<file path="src/rtl/ctl_i2c_pkg.sv">
package ctl_i2c_pkg;
   localparam int IDX_W = 5;

   typedef enum logic [2:0] {
      ST_IDLE,
      ST_ADDR,
      ST_SUB,
      ST_WDATA,
      ST_RDATA
   } bus_state_t;

   typedef struct packed {
      logic             test;
      logic             hold;
      logic             ainc;
      logic [IDX_W-1:0] idx;
   } subaddr_t;
endpackage

</file>
<file path="src/rtl/ctl_i2c_glitch_filt.sv">
module ctl_i2c_glitch_filt #(
   parameter int SYNC_STAGES = 2,
   parameter int FILT_LEN    = 3
) (
   input  logic clk,
   input  logic rst_n,
   input  logic din,
   output logic dout
);
   localparam int CNT_W = $clog2(FILT_LEN + 1);

   if (SYNC_STAGES < 2) begin : g_bad_sync
      $error("SYNC_STAGES must be at least 2");
   end
   if (FILT_LEN < 1) begin : g_bad_filt
      $error("FILT_LEN must be at least 1");
   end

   logic [SYNC_STAGES-1:0] sync_q;

   always_ff @(posedge clk or negedge rst_n) begin
      if (!rst_n) sync_q <= '1;
      else        sync_q <= {sync_q[SYNC_STAGES-2:0], din};
   end

   if (FILT_LEN == 1) begin : g_direct
      always_ff @(posedge clk or negedge rst_n) begin
         if (!rst_n) dout <= 1'b1;
         else        dout <= sync_q[SYNC_STAGES-1];
      end
   end else begin : g_count
      logic [CNT_W-1:0] cnt_q;
      always_ff @(posedge clk or negedge rst_n) begin
         if (!rst_n) begin
            dout  <= 1'b1;
            cnt_q <= '0;
         end else if (sync_q[SYNC_STAGES-1] == dout) begin
            cnt_q <= '0;
         end else if (cnt_q == CNT_W'(FILT_LEN - 1)) begin
            dout  <= sync_q[SYNC_STAGES-1];
            cnt_q <= '0;
         end else begin
            cnt_q <= cnt_q + 1'b1;
         end
      end
   end
endmodule

</file>
<file path="src/rtl/ctl_i2c_regbank.sv">
module ctl_i2c_regbank
   import ctl_i2c_pkg::*;
#(
   parameter int         NUM_REGS = 21,
   parameter logic [7:0] RST_VAL  = 8'hFE
) (
   input  logic                  clk,
   input  logic                  rst_n,
   input  logic                  wr_en,
   input  logic [IDX_W-1:0]      wr_idx,
   input  logic [7:0]            wr_data,
   output logic [NUM_REGS*8-1:0] regs_o
);
   if (NUM_REGS < 1 || NUM_REGS > (1 << IDX_W)) begin : g_bad_depth
      $error("NUM_REGS must fit the subaddress index");
   end

   for (genvar g = 0; g < NUM_REGS; g++) begin : g_reg
      always_ff @(posedge clk or negedge rst_n) begin
         if (!rst_n)
            regs_o[g*8 +: 8] <= RST_VAL;
         else if (wr_en && wr_idx == IDX_W'(g))
            regs_o[g*8 +: 8] <= wr_data;
      end
   end
endmodule

</file>
<file path="src/rtl/ctl_i2c_engine.sv">
module ctl_i2c_engine
   import ctl_i2c_pkg::*;
#(
   parameter logic [6:0] DEV_ADDR = 7'b1000110
) (
   input  logic             clk,
   input  logic             rst_n,
   input  logic             scl,
   input  logic             sda,
   input  logic [7:0]       status_i,
   output logic             sda_oe,
   output logic             wr_en,
   output logic [IDX_W-1:0] wr_idx,
   output logic [7:0]       wr_data,
   output logic             cal_start,
   output logic             test_mode
);
   bus_state_t       state;
   subaddr_t         sub_q;
   logic [IDX_W-1:0] ptr_q;
   logic [3:0]       bitcnt;
   logic [7:0]       rx_q, tx_q;
   logic             scl_q, sda_q;
   logic             ack_drv, tx_drv, rd_mode, nack_q;
   logic             scl_rise, scl_fall, start_c, stop_c;

   assign scl_rise = scl & ~scl_q;
   assign scl_fall = ~scl & scl_q;
   assign start_c  = scl & scl_q & sda_q & ~sda;
   assign stop_c   = scl & scl_q & ~sda_q & sda;
   assign sda_oe   = ack_drv | (tx_drv & ~tx_q[7]);

   always_ff @(posedge clk or negedge rst_n) begin
      if (!rst_n) begin
         scl_q <= 1'b1;
         sda_q <= 1'b1;
      end else begin
         scl_q <= scl;
         sda_q <= sda;
      end
   end

   always_ff @(posedge clk or negedge rst_n) begin
      if (!rst_n) begin
         state     <= ST_IDLE;
         sub_q     <= '0;
         ptr_q     <= '0;
         bitcnt    <= '0;
         rx_q      <= '0;
         tx_q      <= '0;
         ack_drv   <= 1'b0;
         tx_drv    <= 1'b0;
         rd_mode   <= 1'b0;
         nack_q    <= 1'b0;
         wr_en     <= 1'b0;
         wr_idx    <= '0;
         wr_data   <= '0;
         cal_start <= 1'b0;
         test_mode <= 1'b0;
      end else begin
         wr_en     <= 1'b0;
         cal_start <= 1'b0;
         if (start_c) begin
            state   <= ST_ADDR;
            bitcnt  <= '0;
            ack_drv <= 1'b0;
            tx_drv  <= 1'b0;
         end else if (stop_c) begin
            state   <= ST_IDLE;
            bitcnt  <= '0;
            ack_drv <= 1'b0;
            tx_drv  <= 1'b0;
         end else if (state != ST_IDLE) begin
            if (scl_rise) begin
               if (bitcnt < 4'd8) begin
                  rx_q   <= {rx_q[6:0], sda};
                  bitcnt <= bitcnt + 1'b1;
               end else if (bitcnt == 4'd8) begin
                  nack_q <= sda;
                  bitcnt <= 4'd9;
               end
            end else if (scl_fall) begin
               if (bitcnt == 4'd8) begin
                  unique case (state)
                     ST_ADDR: begin
                        if (rx_q[7:1] == DEV_ADDR) begin
                           ack_drv <= 1'b1;
                           rd_mode <= rx_q[0];
                        end else begin
                           state <= ST_IDLE;
                        end
                     end
                     ST_SUB: begin
                        ack_drv   <= 1'b1;
                        sub_q     <= rx_q;
                        ptr_q     <= rx_q[IDX_W-1:0];
                        test_mode <= rx_q[7];
                     end
                     ST_WDATA: begin
                        ack_drv <= 1'b1;
                        wr_en   <= 1'b1;
                        wr_idx  <= ptr_q;
                        wr_data <= rx_q;
                        if (ptr_q == '0 && !sub_q.hold) cal_start <= 1'b1;
                        if (sub_q.ainc && ptr_q != '1) ptr_q <= ptr_q + 1'b1;
                     end
                     ST_RDATA: tx_drv <= 1'b0;
                     default: ;
                  endcase
               end else if (bitcnt == 4'd9) begin
                  ack_drv <= 1'b0;
                  bitcnt  <= '0;
                  unique case (state)
                     ST_ADDR: begin
                        if (rd_mode) begin
                           state  <= ST_RDATA;
                           tx_q   <= status_i;
                           tx_drv <= 1'b1;
                        end else begin
                           state <= ST_SUB;
                        end
                     end
                     ST_SUB: state <= ST_WDATA;
                     ST_RDATA: begin
                        if (nack_q) begin
                           state <= ST_IDLE;
                        end else begin
                           tx_q   <= status_i;
                           tx_drv <= 1'b1;
                        end
                     end
                     default: ;
                  endcase
               end else if (state == ST_RDATA && bitcnt != '0) begin
                  tx_q <= {tx_q[6:0], 1'b0};
               end
            end
         end
      end
   end
endmodule

</file>
<file path="src/rtl/ctl_i2c_regfile.sv">
module ctl_i2c_regfile
   import ctl_i2c_pkg::*;
#(
   parameter logic [6:0] DEV_ADDR    = 7'b1000110,
   parameter int         NUM_REGS    = 21,
   parameter logic [7:0] RST_VAL     = 8'hFE,
   parameter int         SYNC_STAGES = 2,
   parameter int         FILT_LEN    = 3
) (
   input  logic                  clk,
   input  logic                  rst_n,
   input  logic                  scl_i,
   input  logic                  sda_i,
   output logic                  sda_oe_o,
   input  logic                  mute_active_i,
   output logic                  cal_start_o,
   output logic                  test_mode_o,
   output logic [NUM_REGS*8-1:0] regs_o
);
   logic [1:0]       line_raw, line_flt;
   logic             wr_en;
   logic [IDX_W-1:0] wr_idx;
   logic [7:0]       wr_data;

   assign line_raw = {sda_i, scl_i};

   for (genvar g = 0; g < 2; g++) begin : g_line
      ctl_i2c_glitch_filt #(
         .SYNC_STAGES(SYNC_STAGES),
         .FILT_LEN   (FILT_LEN)
      ) u_filt (
         .clk  (clk),
         .rst_n(rst_n),
         .din  (line_raw[g]),
         .dout (line_flt[g])
      );
   end

   ctl_i2c_engine #(
      .DEV_ADDR(DEV_ADDR)
   ) u_engine (
      .clk      (clk),
      .rst_n    (rst_n),
      .scl      (line_flt[0]),
      .sda      (line_flt[1]),
      .status_i ({7'd0, mute_active_i}),
      .sda_oe   (sda_oe_o),
      .wr_en    (wr_en),
      .wr_idx   (wr_idx),
      .wr_data  (wr_data),
      .cal_start(cal_start_o),
      .test_mode(test_mode_o)
   );

   ctl_i2c_regbank #(
      .NUM_REGS(NUM_REGS),
      .RST_VAL (RST_VAL)
   ) u_bank (
      .clk    (clk),
      .rst_n  (rst_n),
      .wr_en  (wr_en),
      .wr_idx (wr_idx),
      .wr_data(wr_data),
      .regs_o (regs_o)
   );
endmodule

</file>
<file path="config.mk">
export PLATFORM = sky130hd
export DESIGN_NAME = ctl_i2c_regfile
export DESIGN_NICKNAME = d
export VERILOG_FILES = /design/src/rtl/ctl_i2c_pkg.sv /design/src/rtl/ctl_i2c_glitch_filt.sv /design/src/rtl/ctl_i2c_regbank.sv /design/src/rtl/ctl_i2c_engine.sv /design/src/rtl/ctl_i2c_regfile.sv
export SDC_FILE = /design/constraint.sdc
export NUM_CORES = 1
export LEC_CHECK = 0
export ABC_CLOCK_PERIOD_IN_PS = 3170
export BUFFER_PORTS_ARGS = -buffer_cell sky130_fd_sc_hd__buf_2
export CORE_MARGIN = 2
export CORE_UTILIZATION = 33
export CTS_BUF_LIST = sky130_fd_sc_hd__clkbuf_16
export CTS_CLUSTER_SIZE = 16
export DETAILED_ROUTE_END_ITERATION = 10
export GPL_TIMING_DRIVEN = 0
export RECOVER_POWER = 100
export SLEW_MARGIN = 20
export SYNTH_ARGS = -nofsm -noshare
export SYNTH_HDL_FRONTEND = slang
export SYNTH_SLANG_ARGS = --single-unit
export TNS_END_PERCENT = 30
</file>
<file path="constraint.sdc">
create_clock -name clk -period 3.17 [get_ports clk]
set_clock_uncertainty 0.1 [all_clocks]
set_input_delay 0.634 -clock clk [delete_from_list [all_inputs] [get_ports clk]]
set_output_delay 0.634 -clock clk [all_outputs]
set_load 0.005 [all_outputs]
</file>
==> results of run 1 <==
[cell usage in the layout, fill, tap and decap left out, drive strengths merged, types with 4 or more instances in the layout]
cell    netlist  routed
nand2        27      27
mux2        196     196
nand3b        4       4
nor3b         4       4
nand3         6       6
nor2         18      18
buf          13     102
nor4          4       4
and3          7       7
nor3          9       9
dfstp       155     155
nand2b        5       5
a22o          8       8
a21oi        13      13
nor2b         8       8
ha            9       9
o21ai        11      11
dfrtp        75      75
clkbuf       23     138
inv          10      11
clkinv        0      19
[kinds of logic after synthesis]
group / Yosys count / synth area share
adder cells (fa/ha/maj): 9 / 0.0117
AND/OR/NAND/NOR: 109 / 0.0668
buffers and inverters: 46 / 0.0228
XOR/XNOR: 5 / 0.00653
multiplexers: 199 / 0.237
AO/OA/AOI/OAI: 49 / 0.0349
flip-flops: 230 / 0.621
[area by class of cell]
cell class                 count  area, sq um
multi-input combinational    371         3390
timing repair buffer         178          838
buffer                        36          168
inverter                      10         37.5
clock inverter                21          136
sequential                   230         5950
clock buffer                  27          676
fill                        2780        17000
tap                          384          480
[worst max-delay path, cell delays in order, from the launching register on]
cell                       delay, ns
sky130_fd_sc_hd__dfstp_1        0.51
sky130_fd_sc_hd__clkbuf_1       0.44
sky130_fd_sc_hd__xor2_4         0.12
sky130_fd_sc_hd__nand2_1        0.23
sky130_fd_sc_hd__nand3_1        0.25
sky130_fd_sc_hd__or3_1          0.38
sky130_fd_sc_hd__buf_6          0.15
sky130_fd_sc_hd__buf_12         0.14
sky130_fd_sc_hd__mux2_1         0.31
[cells in the mapped netlist (2+ instances only)]
cell | number | share of area
sky130_fd_sc_hd__mux2_2 | 188 | 0.22
sky130_fd_sc_hd__dfstp_2 | 155 | 0.42
sky130_fd_sc_hd__dfrtp_1 | 75 | 0.20
sky130_fd_sc_hd__nand2_1 | 25 | 0.0098
sky130_fd_sc_hd__clkbuf_1 | 23 | 0.0090
sky130_fd_sc_hd__nor2_1 | 18 | 0.0070
sky130_fd_sc_hd__a21oi_1 | 13 | 0.0068
sky130_fd_sc_hd__inv_1 | 10 | 0.0039
sky130_fd_sc_hd__buf_2 | 9 | 0.0047
sky130_fd_sc_hd__ha_1 | 9 | 0.012
sky130_fd_sc_hd__nor3_1 | 9 | 0.0047
sky130_fd_sc_hd__o21ai_0 | 9 | 0.0047
sky130_fd_sc_hd__a22o_1 | 8 | 0.0073
sky130_fd_sc_hd__mux2_4 | 8 | 0.013
sky130_fd_sc_hd__nor2b_1 | 8 | 0.0052
sky130_fd_sc_hd__and3_1 | 6 | 0.0039
sky130_fd_sc_hd__nand2b_1 | 5 | 0.0033
sky130_fd_sc_hd__nand3_1 | 5 | 0.0026
sky130_fd_sc_hd__nand3b_1 | 4 | 0.0031
sky130_fd_sc_hd__nor3b_1 | 4 | 0.0031
sky130_fd_sc_hd__mux2i_1 | 3 | 0.0031
sky130_fd_sc_hd__a211oi_1 | 2 | 0.0016
sky130_fd_sc_hd__a32o_1 | 2 | 0.0021
sky130_fd_sc_hd__buf_6 | 2 | 0.0023
sky130_fd_sc_hd__nand4_1 | 2 | 0.0013
sky130_fd_sc_hd__nand4b_1 | 2 | 0.0018
sky130_fd_sc_hd__nand4bb_1 | 2 | 0.0023
sky130_fd_sc_hd__nor4_1 | 2 | 0.0013
sky130_fd_sc_hd__nor4b_1 | 2 | 0.0018
sky130_fd_sc_hd__o22ai_1 | 2 | 0.0013
sky130_fd_sc_hd__xnor2_1 | 2 | 0.0018
sky130_fd_sc_hd__xor2_1 | 2 | 0.0018
[layer usage]
layer  vias to the layer above  share of wire  track usage
li1                       2712              -            -
met2                       154           0.47        0.242
met4                         0          0.014       0.0259
met1                      3076           0.46        0.209
met5                         -              0            0
met3                        29          0.053       0.0304
[final timing paths]
check | startpoint | end | slack [ns] | cells past startpoint
max in group asynchronous | rst_n | u_bank.regs_o[1] | 0.79 | 3
hold / removal | scl_i | g_line[0].u_filt.sync_q[0] | 0.10 | 1
min in group asynchronous | rst_n | u_bank.regs_o[56] | 0.97 | 2
hold reg to reg | g_line[0].u_filt.sync_q[0] | g_line[0].u_filt.sync_q[1] | 0.26 | 0
setup reg to reg | g_line[1].u_filt.dout | u_engine.wr_data[6] | 0.41 | 8
setup / recovery | g_line[1].u_filt.dout | u_engine.wr_data[6] | 0.41 | 8
[flip-flops by register name, indices dropped and copies added (netlist names), 3 cells and up]
signal	flops
u_bank.regs_o	168
u_engine.rx_q	8
u_engine.tx_q	8
u_engine.wr_data	8
u_engine.ptr_q	5
u_engine.wr_idx	5
g_line.u_filt.g_count.cnt_q	4
g_line.u_filt.sync_q	4
u_engine.bitcnt	4
u_engine.state	3
[power by group through the flow]
stage          combinational (W)  sequential (W)  clock (W)
2_1_floorplan           0.000256         0.00311          0
5_1_grt                 0.000402         0.00307    0.00305
6_report                0.000349         0.00306    0.00282
3_5_place_dp            0.000383         0.00312          0
3_3_place_gp            0.000368         0.00311          0
4_1_cts                 0.000386         0.00307    0.00292
[timing repair]
| action | in CTS | in global routing |
|---|---|---|
| buffers inserted | 0 | 0 |
| hold buffers | 1 | 0 |
| endpoints found under the hold margin | 23 | 0 |
[metrics by stage]
stage / util / hold slack (ns)
after floorplan: - / 0.238
after global placement: 0.382 / 0.247
after detailed placement: 0.385 / 0.247
after CTS: 0.413 / 0.0750
after global routing: 0.408 / 0.0776
final: 0.408 / 0.105
==> results.ini, run 1 <==
[route]
vias = 5971
drt_first_iter_violations = 343
wl_per_cell_microns = 18.3
routed_wirelength_mm = 23.0
antenna_viol_nets_final = 0
post-route-drc-count = 0
route.detailed.vias_per_inst = 4.75
firstDrtPassIters = 4

[power_and_ir_drop]
power.share.combinational = 0.056
seq_power_share = 0.492
p_total_w = 0.00623
cellLeakagePower_nw = 5.34
power_per_cell_area_nw_per_um2 = 534
vdd_ir_drop_max_uv = 351
cell_internal_pwr_w = 0.00477
power.share.switching = 0.235
p_switching_w = 0.00146
clock_power_share = 0.452

[synthesis]
synth.distinct_cells = 63
synth-seq-area-share = 0.621
synth_area_per_cell_sq_um = 14.8
synthesis.area_sq_um = 9590
async_s_r_ff_share_synth = 1.00
synth_flop_cell = sky130_fd_sc_hd__dfstp_2
postSynthCellCount = 647
yosysWarningCount = 0
synth_edf_count = 0
ys_seq_elements = 230
syn-num-nets = 661

[clock_network]
htree_num_levels = 1
clkSlewWorstSetupHoldPaths_ns = 0.06
max-clock-path-buffers = 3
clock-sinks = 230
clkLatencyLatePin_ns = 0.53
numCtsBuffers = 26
postCtsResizedCells = 0
tritoncts = yes
clock-root-buffer = sky130_fd_sc_hd__clkbuf_16

[cells_and_area]
final_nets = 867
final_area_sq_um = 11700
area_delta_synth_final_pct = 21.8
post_layout_nonfiller_instances = 1257
final_layout_size_suffix_gt1_frac = 0.532
antenna_cells_inserted = 0

[sta]
postLayoutSetupSlackWorst_ns = 0.409
rsz_0062_raised_after_global_routing = false
setup_violations = 0
fmaxAchievable_ghz = 0.362
tightestPinTransition_ns = 1.61
fin_crit_sh = 0.871
final-max-slew-violation-count = 59
timing_hold_violations_final = 0
period_minus_slack_ns = 2.76
timing.slew.headroom = -0.0744
timing.setup.tns_ns = 0

[global_route]
grt_start_max_net_pins = 101
combined_global_route_utilization_of_all_metal_layers = 0.149
grt_first_pass_wirelength_mm = 35.8
antenna_violations_before_repair = 0
grt_remaining_overflow = 0
number_of_global_route_vias_before_repair = 5931

[placed_design]
dpl.hpwl_mm = 15.6
placed_area_sq_um = 11000
placement.io_buffers = 175
placed_insts = 1208
place_ws_ns = 0.766
gp_congestion = 0.768

[setup_path]
critPathLaunchType = flop
critical_path_class = flop to flop
cp_max_fo = 10
critical_path.endpoint_type = flop
timing.critical_path.arrival_ns = 3.07
cp.required_ns = 3.48

[floorplanning]
start_util = 0.335
die_y_microns = 174
fp-row-count = 62
design.portCount = 176
core_footprint_sq_um = 28600
die_w_microns = 174
design.die.area_sq_um = 30400

[outcome]
status = finished with violations
failed_checks = max-capacitance violations, max-slew violations

[worst_hold_path]
min_path_type = primary input to flop

[run]
maxCapViolCount = 1

(Power assumes the default switching activity.)
==> inputs of run 2 (changes only) <==
- CAP_MARGIN: not set -> 0
- CORE_ASPECT_RATIO: not set -> 1.1
- CORE_MARGIN: 2 -> 3
==> run 2 against run 1 <==
Compared with the run above: the run still ends with max-capacitance violations, max-slew violations left; clock-buffer cell count unchanged; flip-flop and latch count stayed put; die area is 2.3% higher; fmax grew 2.9%; final area is 0.69% lower; sequential share of layout area rose by 0.35 points; combinational power about the same; register-to-register slack better by 0.08 ns; critical path depth unchanged; critical path type unchanged.
==> results.ini, run 2 (synthesis results as in run 1) <==
[setup_path]
crit_chain = clkbuf_1 -> xor2_4 -> nand2_1 -> nand3_1 -> or3_1 -> buf_6 -> buf_12 -> mux2_4  ; was clkbuf_1 -> xor2_4 -> nand2_1 -> nand3_1 -> or3_1 -> buf_6 -> buf_12 -> mux2_1
regToRegEndpoint = u_engine.wr_data[1]  ; was u_engine.wr_data[6]
path_delay_family = simple AND/OR/NAND/NOR gates  ; unchanged
critical_path_class = flop to flop  ; unchanged
r2r_slack_ns = 0.49  ; was 0.41 ns
crit_path_top_delay_cell = sky130_fd_sc_hd__dfstp_1  ; unchanged
critical_path.endpoint_type = flop  ; unchanged
timing.critical_path.arrival_ns = 3.00  ; was 3.07 ns
crit-reg2reg-launch = g_line[1].u_filt.dout  ; unchanged
cp_max_fo = 10  ; unchanged
critical_path.n_buffers_inverters = 3  ; unchanged
cp.required_ns = 3.49  ; was 3.48 ns
slowest_delay_ns = 0.52  ; was 0.51 ns
reg2reg_depth = 8  ; unchanged
critPathLaunchType = flop  ; unchanged

[clock_network]
postCtsResizedCells = 0  ; unchanged
htree_num_levels = 1  ; unchanged
tritoncts = yes  ; unchanged
numCtsBuffers = 27  ; was 26
max-clock-path-buffers = 3  ; unchanged
clock-root-buffer = sky130_fd_sc_hd__clkbuf_16  ; unchanged
clkLatencyLatePin_ns = 0.53  ; about the same
clock-sinks = 230  ; unchanged
clkSlewWorstSetupHoldPaths_ns = 0.06  ; about the same

[sta]
final-max-slew-violation-count = 77  ; was 59
tightestPinTransition_ns = 1.84  ; was 1.61 ns
fin_crit_sh = 0.846  ; was 0.871
fmaxAchievable_ghz = 0.373  ; was 0.362 GHz
timing_hold_violations_final = 0  ; unchanged
timing.slew.headroom = -0.228  ; was -0.0744
timing.setup.tns_ns = 0  ; unchanged
whs_ns = 0.117  ; was 0.105 ns
setup_violations = 0  ; unchanged
period_minus_slack_ns = 2.68  ; was 2.76 ns
rsz_0062_raised_after_global_routing = false  ; unchanged

[cells_and_area]
final_area_sq_um = 11600  ; was 11,700 sq um
final_nets = 868  ; was 867
largest_reg_by_ff_count = u_bank.regs_o  ; unchanged
antenna_cells_inserted = 0  ; unchanged
largest_reg_flops = 168  ; unchanged
area_delta_synth_final_pct = 21.0  ; was 21.8%
mostFrequentLayoutCells = sky130_fd_sc_hd__mux2_2 (188), sky130_fd_sc_hd__clkbuf_1 (121), sky130_fd_sc_hd__dfstp_2 (114)  ; was sky130_fd_sc_hd__mux2_2 (188), sky130_fd_sc_hd__dfstp_2 (119), sky130_fd_sc_hd__clkbuf_1 (110)
final_common_cell = sky130_fd_sc_hd__mux2_2  ; unchanged
final_layout_size_suffix_gt1_frac = 0.509  ; was 0.532

[placed_design]
dpl.hpwl_mm = 15.9  ; was 15.6 mm
gp_congestion = 0.783  ; was 0.768
placement.io_buffers = 175  ; unchanged
placed_area_sq_um = 11000  ; about the same

[route]
firstDrtPassIters = 4  ; unchanged
route.detailed.vias_per_inst = 4.80  ; was 4.75
routed_wirelength_mm = 23.2  ; was 23.0 mm
antenna_viol_nets_final = 0  ; unchanged
drt_first_iter_violations = 347  ; was 343
wl_per_cell_microns = 18.8  ; was 18.3 microns
vias = 5926  ; was 5,971
post-route-drc-count = 0  ; unchanged

[global_route]
grt_first_pass_wirelength_mm = 35.9  ; was 35.8 mm
combined_global_route_utilization_of_all_metal_layers = 0.146  ; was 0.149
grt_remaining_overflow = 0  ; unchanged
antenna_violations_before_repair = 0  ; unchanged
grt_start_max_net_pins = 90  ; was 101
number_of_global_route_vias_before_repair = 6092  ; was 5,931

[floorplanning]
start_util = 0.340  ; was 0.335
die_w_microns = 169  ; was 174 microns
design.portCount = 176  ; unchanged
core_footprint_sq_um = 28200  ; was 28,600 sq um
die_y_microns = 185  ; was 174 microns
design.die.area_sq_um = 31100  ; was 30,400 sq um
fp-row-count = 64  ; was 62

[run]
maxCapViolCount = 2  ; was 1

[worst_hold_path]
min_path_type = primary input to flop  ; unchanged
whs_endpoint = g_line[0].u_filt.sync_q[0]  ; unchanged
hold_path_startpoint = scl_i  ; unchanged
whs_path_depth = 1  ; unchanged

[power_and_ir_drop]
vdd_ir_drop_max_uv = 370  ; was 351 uV
power_per_cell_area_nw_per_um2 = 529  ; was 534 nW/um^2
cellLeakagePower_nw = 5.29  ; was 5.34 nW

[outcome]
failed_checks = max-capacitance violations, max-slew violations  ; unchanged
status = finished with violations  ; unchanged

[run 2: how the worst max path moves through the flow]
stage / slack, ns / endpoint / from / cells after the start
after global routing: 0.32 / u_engine.wr_data[1] / g_line[1].u_filt.dout / 8
after CTS: 0.78 / u_engine.wr_data[1] / u_engine.scl_q / 8
after global placement: -2.65 / u_bank.regs_o[160] / rst_n / 1
after floorplan: 0.93 / u_engine.wr_data[0] / u_engine.scl_q / 8
after detailed placement: 0.77 / u_engine.wr_data[1] / u_engine.scl_q / 8
final: 0.49 / u_engine.wr_data[1] / g_line[1].u_filt.dout / 8
[run 2: area by class of cell]
class	count	area (sq um)
clock inverter	20	98.8
fill	2682	16600
multi-input combinational	371	3390
tap	363	454
clock buffer	27	676
timing repair buffer	178	825
sequential	230	5950
inverter	10	37.5
buffer	36	168
[run 2: stage by stage]
stage | cells | utilization | total power, W | worst slack [ns]
floorplan | 647 | - | 0.00336 | 0.927
global placement | 1185 | 0.387 | 0.00348 | -2.65
detailed placement | 1187 | 0.390 | 0.00350 | 0.768
CTS | 1235 | 0.417 | 0.00628 | 0.777
global route | 1235 | 0.411 | 0.00641 | 0.317
finish | 1235 | 0.411 | 0.00614 | 0.487
[run 2: metal layers]
metal | share of wire | routed length, microns | global-route usage | up-vias
met4 | 0.019 | 439 | 0.0399 | 0
met2 | 0.49 | 11400 | 0.247 | 154
li1 | - | - | - | 2711
met3 | 0.061 | 1420 | 0.0307 | 30
met1 | 0.43 | 9920 | 0.191 | 3031
met5 | 0 | 0 | 0 | -
[run 2: repair_timing]
action | in CTS | in global routing
setup buffers | 0 | 0
hold buffers | 1 | 0
hold endpoints to repair | 24 | 0
[run 2: where the power goes]
group | internal, W | total, W | switching (W) | leakage [nW]
logic | 0.000128 | 0.000347 | 0.000220 | 2.23
registers | 0.00301 | 0.00306 | 0.0000496 | 2.65
clock network | 0.00154 | 0.00273 | 0.00119 | 0.401
total | 0.00468 | 0.00614 | 0.00146 | 5.29
